$ cat src/rtl/rxq_pkg.sv
package rxq_pkg;

  localparam int CFG_W   = 16;
  localparam int RTS_LO  = 8;
  localparam int RTS_W   = 3;
  localparam int RDF_LO  = 6;
  localparam int RDF_W   = 2;
  localparam int FLUSH_B = 1;
  localparam int LOOP_B  = 0;

  typedef struct packed {
    logic [RTS_W-1:0] rts_sel;
    logic [RDF_W-1:0] rdf_sel;
    logic             flush;
    logic             loop;
  } rxq_cfg_t;

  // RTS trigger: code 0 is the top level, code 1 the bottom, others double
  function automatic int unsigned rts_level(input logic [RTS_W-1:0] sel);
    if (sel == '0)
      return 15;
    else if (sel == RTS_W'(1))
      return 1;
    else
      return 2 * int'(sel);
  endfunction

  function automatic int unsigned rdf_level(input logic [RDF_W-1:0] sel);
    case (sel)
      2'd0:    return 1;
      2'd1:    return 4;
      2'd2:    return 8;
      default: return 14;
    endcase
  endfunction

endpackage

$ cat src/rtl/rxq_ctrl_reg.sv
module rxq_ctrl_reg
  import rxq_pkg::*;
(
  input  logic             clk,
  input  logic             rst,
  input  logic             we,
  input  logic [CFG_W-1:0] wdata,
  output rxq_cfg_t         cfg,
  output logic [CFG_W-1:0] rdata
);

  rxq_cfg_t cfg_q;

  always_ff @(posedge clk) begin
    if (rst) begin
      cfg_q <= '0;
    end else if (we) begin
      cfg_q.rts_sel <= wdata[RTS_LO +: RTS_W];
      cfg_q.rdf_sel <= wdata[RDF_LO +: RDF_W];
      cfg_q.flush   <= wdata[FLUSH_B];
      cfg_q.loop    <= wdata[LOOP_B];
    end
  end

  // bits outside the defined fields are not stored
  logic unused_wbits;
  assign unused_wbits = ^{wdata[CFG_W-1:RTS_LO+RTS_W], wdata[RDF_LO-1:FLUSH_B+1]};

  always_comb begin
    rdata                    = '0;
    rdata[RTS_LO +: RTS_W]   = cfg_q.rts_sel;
    rdata[RDF_LO +: RDF_W]   = cfg_q.rdf_sel;
    rdata[FLUSH_B]           = cfg_q.flush;
    rdata[LOOP_B]            = cfg_q.loop;
  end

  assign cfg = cfg_q;

endmodule

$ cat src/rtl/rxq_store.sv
module rxq_store #(
  parameter int DATA_W = 8,
  parameter int DEPTH  = 16,
  localparam int AW    = $clog2(DEPTH),
  localparam int CW    = $clog2(DEPTH + 1)
) (
  input  logic              clk,
  input  logic              rst,
  input  logic              flush,
  input  logic              push_req,
  input  logic [DATA_W-1:0] wdata,
  input  logic              pop_req,
  output logic [DATA_W-1:0] rdata,
  output logic [CW-1:0]     count,
  output logic              overrun
);

  logic [DATA_W-1:0] mem [DEPTH];
  logic [AW-1:0]     wptr, rptr;
  logic [CW-1:0]     cnt;
  logic [DATA_W-1:0] rdata_q;
  logic              ovr_q;
  logic              full, empty, push_ok, pop_ok, drop;

  function automatic logic [AW-1:0] bump(input logic [AW-1:0] p);
    return (p == AW'(DEPTH - 1)) ? '0 : p + 1'b1;
  endfunction

  assign full    = (cnt == CW'(DEPTH));
  assign empty   = (cnt == '0);
  assign push_ok = push_req && !flush && !full;
  assign pop_ok  = pop_req  && !flush && !empty;
  assign drop    = push_req && !flush && full;

  // storage array: no reset, single write port, registered read
  always_ff @(posedge clk) begin
    if (push_ok) mem[wptr] <= wdata;
    if (pop_ok)  rdata_q   <= mem[rptr];
  end

  always_ff @(posedge clk) begin
    if (rst || flush) begin
      wptr <= '0;
      rptr <= '0;
      cnt  <= '0;
    end else begin
      if (push_ok) wptr <= bump(wptr);
      if (pop_ok)  rptr <= bump(rptr);
      case ({push_ok, pop_ok})
        2'b10:   cnt <= cnt + 1'b1;
        2'b01:   cnt <= cnt - 1'b1;
        default: cnt <= cnt;
      endcase
    end
  end

  always_ff @(posedge clk) begin
    if (rst || flush)
      ovr_q <= 1'b0;
    else if (drop)
      ovr_q <= 1'b1;
  end

  assign rdata   = rdata_q;
  assign count   = cnt;
  assign overrun = ovr_q;

endmodule

$ cat src/rtl/rxq_level_cmp.sv
module rxq_level_cmp #(
  parameter int CW     = 5,
  parameter bit STRICT = 1'b0
) (
  input  logic [CW-1:0] count,
  input  logic [CW-1:0] level,
  output logic          hit
);

  generate
    if (STRICT) begin : g_gt
      assign hit = (count > level);
    end else begin : g_ge
      assign hit = (count >= level);
    end
  endgenerate

endmodule

$ cat src/rtl/rxq_fifo_top.sv
module rxq_fifo_top
  import rxq_pkg::*;
#(
  parameter int DATA_W = 8,
  parameter int DEPTH  = 16,
  localparam int CW    = $clog2(DEPTH + 1)
) (
  input  logic              clk,
  input  logic              rst,
  input  logic              wr_en,
  input  logic [DATA_W-1:0] wr_data,
  input  logic              rd_en,
  output logic [DATA_W-1:0] rd_data,
  input  logic              cfg_we,
  input  logic [CFG_W-1:0]  cfg_wdata,
  output logic [CFG_W-1:0]  cfg_rdata,
  output logic [CW-1:0]     fill_count,
  output logic              rx_full_flag,
  output logic              rts_out,
  output logic              overrun,
  output logic              loopback_en
);

  rxq_cfg_t      cfg;
  logic [CW-1:0] count;
  logic [CW-1:0] rts_lvl, rdf_lvl;

  rxq_ctrl_reg u_ctrl (
    .clk   (clk),
    .rst   (rst),
    .we    (cfg_we),
    .wdata (cfg_wdata),
    .cfg   (cfg),
    .rdata (cfg_rdata)
  );

  rxq_store #(.DATA_W(DATA_W), .DEPTH(DEPTH)) u_store (
    .clk      (clk),
    .rst      (rst),
    .flush    (cfg.flush),
    .push_req (wr_en),
    .wdata    (wr_data),
    .pop_req  (rd_en),
    .rdata    (rd_data),
    .count    (count),
    .overrun  (overrun)
  );

  assign rts_lvl = CW'(rts_level(cfg.rts_sel));
  assign rdf_lvl = CW'(rdf_level(cfg.rdf_sel));

  rxq_level_cmp #(.CW(CW), .STRICT(1'b1)) u_rts_cmp (
    .count (count),
    .level (rts_lvl),
    .hit   (rts_out)
  );

  rxq_level_cmp #(.CW(CW), .STRICT(1'b0)) u_rdf_cmp (
    .count (count),
    .level (rdf_lvl),
    .hit   (rx_full_flag)
  );

  assign fill_count  = count;
  assign loopback_en = cfg.loop;

endmodule

$ cat config.mk
export PLATFORM = sky130hd
export DESIGN_NAME = rxq_fifo_top
export DESIGN_NICKNAME = d
export VERILOG_FILES = /design/src/rtl/rxq_pkg.sv /design/src/rtl/rxq_ctrl_reg.sv /design/src/rtl/rxq_store.sv /design/src/rtl/rxq_level_cmp.sv /design/src/rtl/rxq_fifo_top.sv
export SDC_FILE = /design/constraint.sdc
export NUM_CORES = 1
export LEC_CHECK = 0
export CAP_MARGIN = 15
export CELL_PAD_IN_SITES_DETAIL_PLACEMENT = 0
export CELL_PAD_IN_SITES_GLOBAL_PLACEMENT = 1
export CORE_UTILIZATION = 48
export DETAILED_ROUTE_END_ITERATION = 6
export GPL_ROUTABILITY_DRIVEN = 0
export PLACE_DENSITY_LB_ADDON = 0.12
export SYNTH_ARGS = -nofsm -noshare
export SYNTH_HDL_FRONTEND = slang
export SYNTH_SLANG_ARGS = --single-unit
$ cat constraint.sdc
create_clock -name clk -period 3.1 [get_ports clk]
set_input_delay 0.62 -clock clk [delete_from_list [all_inputs] [get_ports clk]]
set_output_delay 0.62 -clock clk [all_outputs]
set_load 0.005 [all_outputs]
==> run_results.csv, run 1 <==
group,metric,value,unit
timing,drv_slew,0,
layout,fin_util,0.590,
setup_path,cp-end-kind,"output port",
routing,first_iter_violations,237,
clock_tree,clk_latency,430,ps
clock_tree,cts_sinks,157,
synthesis,yosysTopAreaCell,"edfxtp_1",
power_and_ir_drop,power_leakage,2.70,nW
layout,nFillCells,999,
routing,vias,3518,
grt,grt_pass1_vias,3465,
clock_tree,h-tree-depth,4,
synthesis,yosys-top-cells-count,"edfxtp_1 (136), nor2_1 (44), mux4_2 (32)",
status,status,"finished, final reports clean",
timing,period_needed,2980,ps
synthesis,ys_warn_count,0,
routing,drt_first_pass_iters,4,
synthesis,synth_ff_type,"edfxtp_1",
layout,drive_gt1_frac,0.201,
grt,antenna_found_initial,0,
setup_path,critPathRequiredTime,2480,ps
clock_tree,cts_made_buffers,17,
setup_path,crit_arrival,2360,ps
clock_tree,clkTransAtPathRegs,60,ps
grt,use_met2,0.299,
synthesis,synth_area,6540,sq um
floorplan,start_util,0.492,
floorplan,std_cell_rows,42,
timing,rsz0062_at_grt,"false",
setup_path,start_kind,"flip-flop",
floorplan,die_area,14100,sq um
grt,grt_start_max_net_pins,37,
place,port_buffers,43,
layout,area_growth,19.8,%
grt,use_met3,0.0439,
place,hpwlAfterDp,8400,um
setup_path,worstSetupStartpoint,"u_ctrl.cfg[3]",
setup_path,path_max_fanout,5,
grt,grt_pass1_wl,19900,um
floorplan,die_w,119,um
timing,maxSlewHeadroom,0.535,
routing,wl_per_cell,19.9,um
timing,hold_violations,0,
synthesis,synth_area_leaders,"edfxtp_1 (62%), mux4_2 (11%), dfxtp_1 (6.4%)",
timing,tns,0,ps
timing,fmax,336,MHz
synthesis,avgSynthCellArea,16.9,sq um
grt,grt_use_total,0.200,
clock_tree,cts_resized,0,
setup_path,crit_type,"reg2out",
floorplan,core_region_area,13300,sq um
clock_tree,tritoncts,"built",
clock_tree,cts-root-buf,"clkbuf_16",
timing,worst_pin_slew,697,ps
clock_tree,clk_path_buf_depth,2,
routing,drc_errors,0,
synthesis,synth.distinct_cells,42,
grt,busiest_layer,"met2",
job,cap_violations,0,
layout,nets,501,
layout,n_antenna_cell,0,
power_and_ir_drop,p_per_area,687,nW/um^2
min_path,min_from,"u_store.overrun",
clock_tree,ctsHoldBuffers,0,
floorplan,num_io_pins,62,
synthesis,ys_async_sr_fraction,0,
grt,grt_overflow,0,
power_and_ir_drop,ir_drop,360,uV
synthesis,synth.most_common_cell,"edfxtp_1",
synthesis,ys_ff_latch,157,
routing,final_antenna_net_count,0,
routing,routed_via_density,5.47,
synthesis,netlist_instances,387,
synthesis,yosysSeqAreaShare,0.688,
timing,period_share,0.961,
setup_path,reg2reg_from,"u_store.count[0]",
min_path,hp-class,"reg2reg",
synthesis,post-synth-top-area-fraction,0.624,
timing,setup_viol_count_final,0,
floorplan,die_y,119,um
clock_tree,post_cts_buffers,0,
grt,grtUsageMet1,0.283,
routing,totalWireLength,12800,um
synthesis,synth_edf_count,136,
timing,finalClockSkew,8.83,ps
## power by group
part,leakage [nW],internal [W],switching [W],total (W)
combinational,1.02,0.000456,0.000387,0.000843
sequential,1.40,0.00238,0.0000823,0.00247
clock,0.288,0.00127,0.000817,0.00208
total,2.70,0.00411,0.00129,0.00539
## kinds of logic (layout without fill, tap and decap cells)
| kind of cell | after synthesis | count (layout) | synth area share |
|---|---|---|---|
| DFF | 157 | 157 | 0.688 |
| and+or+nand+nor | 81 | 81 | 0.0556 |
| muxes | 45 | 45 | 0.130 |
| AOI/OAI and AO/OA | 41 | 41 | 0.0493 |
| buffers and inverters | 39 | 111 | 0.0338 |
| adders and majority gates | 18 | 18 | 0.0356 |
| xor gates and xnor gates | 5 | 5 | 0.00669 |
| other | 1 | 9 | 0.000573 |
## layout by cell type (no fill, tap or decap), types with 13 or more instances in the layout
cell             synthesis  layout
clkbuf_16                0      17
mux2i_1                 13      13
edfxtp_1               136     136
clkdlybuf4s50_1          0      43
nor2_1                  44      44
nand2_1                 16      16
mux4_2                  32      32
ha_1                    17      17
a22oi_1                 16      16
buf_4                   11      25
dfxtp_1                 21      20
## through the flow
step | setup WS [ps] | instance area, sq um | power [W] | cells | hold WS [ps]
3_5_place_dp | 159 | 7250 | 0.00336 | 611 | 464
4_1_cts | 102 | 7840 | 0.00545 | 643 | 490
2_1_floorplan | 303 | 6570 | 0.00305 | 395 | 461
6_report | 121 | 7840 | 0.00539 | 643 | 490
3_3_place_gp | 191 | 7250 | 0.00335 | 611 | 459
5_1_grt | 24.3 | 7840 | 0.00562 | 643 | 512
## layer usage
| metal | part of all wire | vias to the layer above |
|---|---|---|
| met4 | 0.020 | 0 |
| li1 | - | 1621 |
| met3 | 0.037 | 20 |
| met2 | 0.48 | 78 |
| met5 | 0 | - |
| met1 | 0.46 | 1799 |
## critical path, cell delays in order (launching register included)
cell	delay, ps
dfxtp_1	400
nor2_1	80
ha_1	260
nand2b_1	140
a21o_1	180
a21o_1	170
a211o_1	280
clkdlybuf4s50_1	440
## flip-flops by register name, indices dropped and copies added, names as in the netlist
signal / flops
u_store.rdata: 8
u_store.rptr: 4
u_store.count: 5
u_ctrl.cfg: 7
u_store.overrun: 1
u_store.mem: 128
u_store.wptr: 4
## final timing paths
path / endpoint / depth (start not counted) / slack, ps
setup / recovery: rx_full_flag / 7 / 120
setup reg to reg: u_store.count[4] / 11 / 530
hold / removal: u_store.overrun / 2 / 490
hold reg to reg: u_store.overrun / 2 / 490
## layout make-up
cell class / count / area [sq um] / area share
flip-flops and latches: 157 / 4510 / 0.575
multi-input cells: 199 / 1850 / 0.236
repair buffers: 69 / 638 / 0.0814
clock buffers: 18 / 429 / 0.0547
well taps: 176 / 220 / 0.0281
clock inverters: 14 / 163 / 0.0207
inverters: 10 / 37.5 / 0.00479
No activity file was read; power rests on OpenSTA's default activity.
==> run 2: changes to the inputs <==
--- a/config.mk
+++ b/config.mk
@@ -9,9 +9,10 @@
 export CELL_PAD_IN_SITES_DETAIL_PLACEMENT = 0
 export CELL_PAD_IN_SITES_GLOBAL_PLACEMENT = 1
 export CORE_UTILIZATION = 48
+export CTS_CLUSTER_SIZE = 14
 export DETAILED_ROUTE_END_ITERATION = 6
 export GPL_ROUTABILITY_DRIVEN = 0
-export PLACE_DENSITY_LB_ADDON = 0.12
+export PLACE_DENSITY = 0.91
 export SYNTH_ARGS = -nofsm -noshare
 export SYNTH_HDL_FRONTEND = slang
 export SYNTH_SLANG_ARGS = --single-unit
==> run 2 against run 1 <==
Register-to-register slack lost 70 ps. Final area down 0.48%. Die area is the same. Critical endpoint unchanged. Largest power group unchanged.
==> run_results.csv, run 2 (synthesis gave the netlist of run 1 again) <==
group,metric,value,unit
status,status,"finished, final reports clean",
setup_path,crit_type,"reg2out",
layout,largest_register_ffs,128,
setup_path,cp_cell_sequence,"nor2_1 > ha_1 > nand2b_1 > a21o_1 > a21o_1 > a211o_1 > clkdlybuf4s50_1",
routing,vias,3572,
setup_path,critPathRequiredTime,2480,ps
setup_path,cp-end-kind,"output port",
grt,antenna_found_initial,0,
timing,rsz0062_at_grt,"false",
floorplan,core_region_area,13300,sq um
floorplan,die_w,119,um
grt,grt_overflow,0,
layout,n_antenna_cell,0,
setup_path,start_kind,"flip-flop",
timing,period_share,0.951,
setup_path,crit_arrival,2330,ps
power_and_ir_drop,pwr-share-clk,0.359,
clock_tree,clk_latency,410,ps
clock_tree,tritoncts,"built",
routing,drt_first_pass_iters,4,
place,post-place-cells,612,
setup_path,reg2reg_slack,460,ps
timing,fmax,339,MHz
place,port_buffers,43,
routing,first_iter_violations,284,
layout,area_growth,19.3,%
setup_path,cpMaxStageDelayCell,"clkdlybuf4s50_1",
routing,totalWireLength,12600,um
power_and_ir_drop,switchingPower,0.00123,W
clock_tree,cts_sinks,157,
timing,setup_viol_count_final,0,
setup_path,path_max_fanout,5,
clock_tree,cts_made_buffers,17,
layout,drive_gt1_frac,0.209,
timing,period_needed,2950,ps
power_and_ir_drop,power_leakage,2.68,nW
clock_tree,h-tree-depth,4,
grt,grt_use_total,0.199,
power_and_ir_drop,internal_power,0.00394,W
grt,grt_pass1_vias,3653,
floorplan,std_cell_rows,42,
layout,nets,503,
timing,drv_slew,0,
timing,tns,0,ps
setup_path,critPathTopFamily,"compound AO/OA/AOI/OAI gates",
grt,grt_pass1_wl,20200,um
power_and_ir_drop,p_per_area,662,nW/um^2
timing,worst_pin_slew,703,ps
floorplan,start_util,0.492,
power_and_ir_drop,power_frac_seq,0.476,
min_path,hp-class,"reg2reg",
clock_tree,ctsHoldBuffers,0,
routing,wl_per_cell,19.6,um
job,cap_violations,0,
timing,hold_slack,499,ps
timing,finalClockSkew,13.2,ps
floorplan,num_io_pins,62,
timing,hold_violations,0,
routing,drc_errors,0,
power_and_ir_drop,combPwrFrac,0.165,
layout,stdcell_count,644,
timing,maxSlewHeadroom,0.531,
setup_path,path_buf_inv,1,
layout,final_cell_mix,"edfxtp_1 (136), nor2_1 (44), clkdlybuf4s50_1 (43)",
routing,final_antenna_net_count,0,
layout,final_common_cell,"edfxtp_1",
setup_path,cpPeakStageDelay,440,ps
power_and_ir_drop,ir_drop,383,uV
floorplan,die_y,119,um
grt,grt_start_max_net_pins,22,
place,hpwlAfterDp,8100,um
layout,top_register,"u_store.mem",
clock_tree,clkTransAtPathRegs,60,ps
clock_tree,cts-root-buf,"clkbuf_16",
clock_tree,clk_path_buf_depth,2,
setup_path,crit_top_cell,"a21o_1",
floorplan,die_area,14100,sq um
routing,routed_via_density,5.55,
power_and_ir_drop,sw_frac_of_total,0.238,
## run 2: cell types whose count changed in the layout (fill, tap and decap cells not counted), moves of 2 or more
cell        delta
bufinv_16      -2
inv_6          -5
clkbuf_1       +2
clkinv_1       -2
clkinv_4       +3
dfxtp_1        -2
buf_4          +2
clkinvlp_4     +2
## run 2: timing repair
item	CTS	global route
gates resized for setup	1	3
setup endpoints to repair	1	1
buffers inserted	0	1
cloned	0	0
## run 2: layout make-up
class / count / area (sq um)
inverters: 10 / 37.5
well taps: 176 / 220
repair buffers: 71 / 653
clock inverters: 11 / 97.6
fillers: 1001 / 5490
flip-flops and latches: 157 / 4510
multi-input cells: 199 / 1850
clock buffers: 20 / 437
## run 2: worst register-to-register path: stages (launching register included)
cell and delay [ps]:
dfxtp_4 340, buf_4 150, nor4_2 540, a21boi_4 110, inv_1 70, ha_1 150
inv_1 70, fa_1 390, nand2b_1 160, a21oi_1 170, mux2i_1 240, mux2i_1 190
## run 2: power groups by stage
stage	combinational [W]	sequential (W)	clock (W)
floorplan	0.000569	0.00248	0
global placement	0.000810	0.00251	0
detailed placement	0.000830	0.00251	0
CTS	0.000842	0.00247	0.00190
global route	0.000935	0.00248	0.00198
finish	0.000852	0.00246	0.00185
## run 2: worst paths after layout
kind                                    endpoint              from  cells past startpoint
worst max-delay path                rx_full_flag     u_ctrl.cfg[2]                      7
worst min-delay path             u_store.overrun   u_store.overrun                      2
worst max register to register  u_store.count[4]  u_store.count[0]                     11
worst min register to register   u_store.overrun   u_store.overrun                      2
## run 2: through the flow
| stage | total power, W | cell area (sq um) | setup slack, ps | utilization |
|---|---|---|---|---|
| detailed placement | 0.00334 | 7260 | 171 | 0.546 |
| CTS | 0.00521 | 7790 | 23.3 | 0.586 |
| global route | 0.00539 | 7800 | 10.3 | 0.587 |
| floorplan | 0.00305 | 6570 | 303 | - |
| finish | 0.00517 | 7800 | 151 | 0.587 |
| global placement | 0.00332 | 7260 | 220 | 0.546 |
## run 2: per-layer routing
layer	global-route usage	share of wire	up-vias
met5	0	0	-
met4	0.0696	0.0078	0
met3	0.0574	0.064	7
met2	0.333	0.53	130
met1	0.246	0.40	1815
li1	-	-	1620
==> run 3: changes to the inputs <==
--- a/config.mk
+++ b/config.mk
@@ -8,6 +8,7 @@
 export CAP_MARGIN = 15
 export CELL_PAD_IN_SITES_DETAIL_PLACEMENT = 0
 export CELL_PAD_IN_SITES_GLOBAL_PLACEMENT = 1
+export CORE_MARGIN = 5
 export CORE_UTILIZATION = 48
 export CTS_CLUSTER_SIZE = 14
 export DETAILED_ROUTE_END_ITERATION = 6
==> run 3 against run 2 <==
Sequential share of layout area decreased by 0.87 points. Combinational power increased by 1%. Largest power group unchanged. Register-to-register slack about the same. Maximum frequency about the same. Critical path type unchanged. Via count increased by 1.8%. Clock power increased by 14%. Largest cell class unchanged.
==> run_results.csv, run 3 (synthesis gave the netlist of run 1 again) <==
group,metric,value,unit
floorplan,die_area,16100,sq um
place,hpwlAfterDp,9030,um
routing,wl_met3,775,um
routing,drt_first_pass_iters,4,
layout,nFillCells,999,
routing,totalWireLength,13200,um
timing,period_needed,2950,ps
place,dpl_worst_slack,135,ps
power_and_ir_drop,pwr-share-clk,0.387,
min_path,hp-class,"reg2reg",
layout,largest_register_ffs,128,
timing,finalClockSkew,16.5,ps
timing,fin_ws,149,ps
grt,grt_pass1_vias,3863,
layout,final_common_cell,"edfxtp_1",
layout,top_register,"u_store.mem",
power_and_ir_drop,ir_drop,394,uV
layout,drive_gt1_frac,0.217,
power_and_ir_drop,p_per_area,684,nW/um^2
routing,wl_per_cell,20.3,um
clock_tree,cts_sinks,157,
setup_path,crit_top_cell,"a21o_1",
timing,tns,0,ps
floorplan,die_w,127,um
setup_path,critPathRequiredTime,2480,ps
power_and_ir_drop,internal_power,0.00419,W
timing,setup_viol_count_final,0,
clock_tree,h-tree-depth,4,
setup_path,cp-end-kind,"output port",
floorplan,die_y,127,um
job,cap_violations,0,
layout,nets,508,
floorplan,std_cell_rows,42,
floorplan,start_util,0.492,
floorplan,core_region_area,13300,sq um
layout,area_growth,21.1,%
routing,topRoutingLayerUsed,"met4",
routing,vias,3636,
clock_tree,cts-root-buf,"clkbuf_16",
routing,final_antenna_net_count,0,
clock_tree,cts_made_buffers,17,
setup_path,start_kind,"flip-flop",
setup_path,cpPeakStageDelay,440,ps
layout,final_cell_mix,"edfxtp_1 (136), nor2_1 (44), clkdlybuf4s50_1 (43)",
timing,period_share,0.952,
place,port_buffers,43,
timing,rsz0062_at_grt,"false",
grt,grt_use_total,0.174,
grt,grt_overflow,0,
layout,n_antenna_cell,0,
grt,antenna_found_initial,0,
power_and_ir_drop,power_leakage,2.74,nW
timing,drv_slew,0,
setup_path,crit_arrival,2330,ps
routing,routed_via_density,5.59,
routing,routedLengthMet1,5130,um
status,status,"finished, final reports clean",
clock_tree,clkTransAtPathRegs,60,ps
power_and_ir_drop,sw_frac_of_total,0.228,
routing,wl_met2,7050,um
layout,fin_area,7930,sq um
setup_path,cpMaxStageDelayCell,"clkdlybuf4s50_1",
timing,hold_violations,0,
grt,grt_start_max_net_pins,25,
place,place_area,7300,sq um
timing,maxSlewHeadroom,0.495,
grt,grt_pass1_wl,20800,um
power_and_ir_drop,power_frac_seq,0.453,
setup_path,crit_type,"reg2out",
clock_tree,clk_latency,430,ps
setup_path,cp_cell_sequence,"inv_2 > ha_1 > nand2b_1 > a21o_1 > a21o_1 > a211o_1 > clkdlybuf4s50_1",
routing,drc_errors,0,
clock_tree,clk_path_buf_depth,2,
setup_path,path_max_fanout,4,
power_and_ir_drop,combPwrFrac,0.159,
clock_tree,tritoncts,"built",
routing,first_iter_violations,204,
timing,worst_pin_slew,756,ps
timing,fmax,339,MHz
power_and_ir_drop,switchingPower,0.00124,W
floorplan,num_io_pins,62,
-- run 3: cell count changes in the layout (fill, tap and decap cells not counted) --
cell,before,now
buf_4,27,31
clkinv_4,3,1
dfxtp_2,2,3
buf_12,1,2
clkinv_1,1,5
bufinv_16,1,4
clkinv_2,3,1
clkbuf_1,3,1
dfxtp_1,18,17
-- run 3: repair_timing --
action                                  in CTS  in global routing
hold buffers                                 0                  0
endpoints found under the setup margin       1                  1
pin swaps                                    0                  0
buffers inserted                             0                  2
gates resized for setup                      2                  3
-- run 3: metrics by stage --
stage	util	instances	total power, W	hold WS, ps
2_1_floorplan	-	395	0.00305	461
3_3_place_gp	0.549	616	0.00332	460
3_5_place_dp	0.549	616	0.00336	472
4_1_cts	0.595	648	0.00545	485
5_1_grt	0.596	650	0.00565	534
6_report	0.596	650	0.00542	478
-- run 3: final timing paths --
check | cells past startpoint | slack [ps] | endpoint | from
max | 7 | 150 | rx_full_flag | u_store.count[0]
max reg2reg | 11 | 460 | u_store.count[4] | u_store.count[0]
min reg2reg | 2 | 480 | u_store.overrun | u_store.overrun
min | 2 | 480 | u_store.overrun | u_store.overrun
-- run 3: final cells by class --
| cell class | instances | area [sq um] | area share |
|---|---|---|---|
| inverter | 10 | 37.5 | 0.00474 |
| clock buffer | 18 | 429 | 0.0542 |
| timing repair buffer | 76 | 703 | 0.0887 |
| clock inverter | 14 | 175 | 0.0221 |
| sequential | 157 | 4510 | 0.569 |
| multi-input combinational | 199 | 1850 | 0.233 |
| tap | 176 | 220 | 0.0278 |
-- run 3: critical path, delay by kind of cell (launching register included) --
| family | cells | cell delay, ps |
|---|---|---|
| compound gates | 3 | 620 |
| fa+ha+maj | 1 | 270 |
| buf+inv | 2 | 500 |
| flops | 1 | 370 |
| simple gates | 1 | 140 |
-- run 3: power groups by stage --
stage	Combinational (W)	Sequential [W]	Clock, W
4_1_cts	0.000856	0.00247	0.00213
2_1_floorplan	0.000569	0.00248	0
3_5_place_dp	0.000850	0.00251	0
3_3_place_gp	0.000816	0.00250	0
5_1_grt	0.000954	0.00247	0.00223
6_report	0.000864	0.00246	0.00210
-- run 3: per-layer routing --
metal | track usage | up-vias
met1 | 0.206 | 1860
met4 | 0.0726 | 0
met2 | 0.303 | 124
met5 | 0 | -
li1 | - | 1638
met3 | 0.0437 | 14
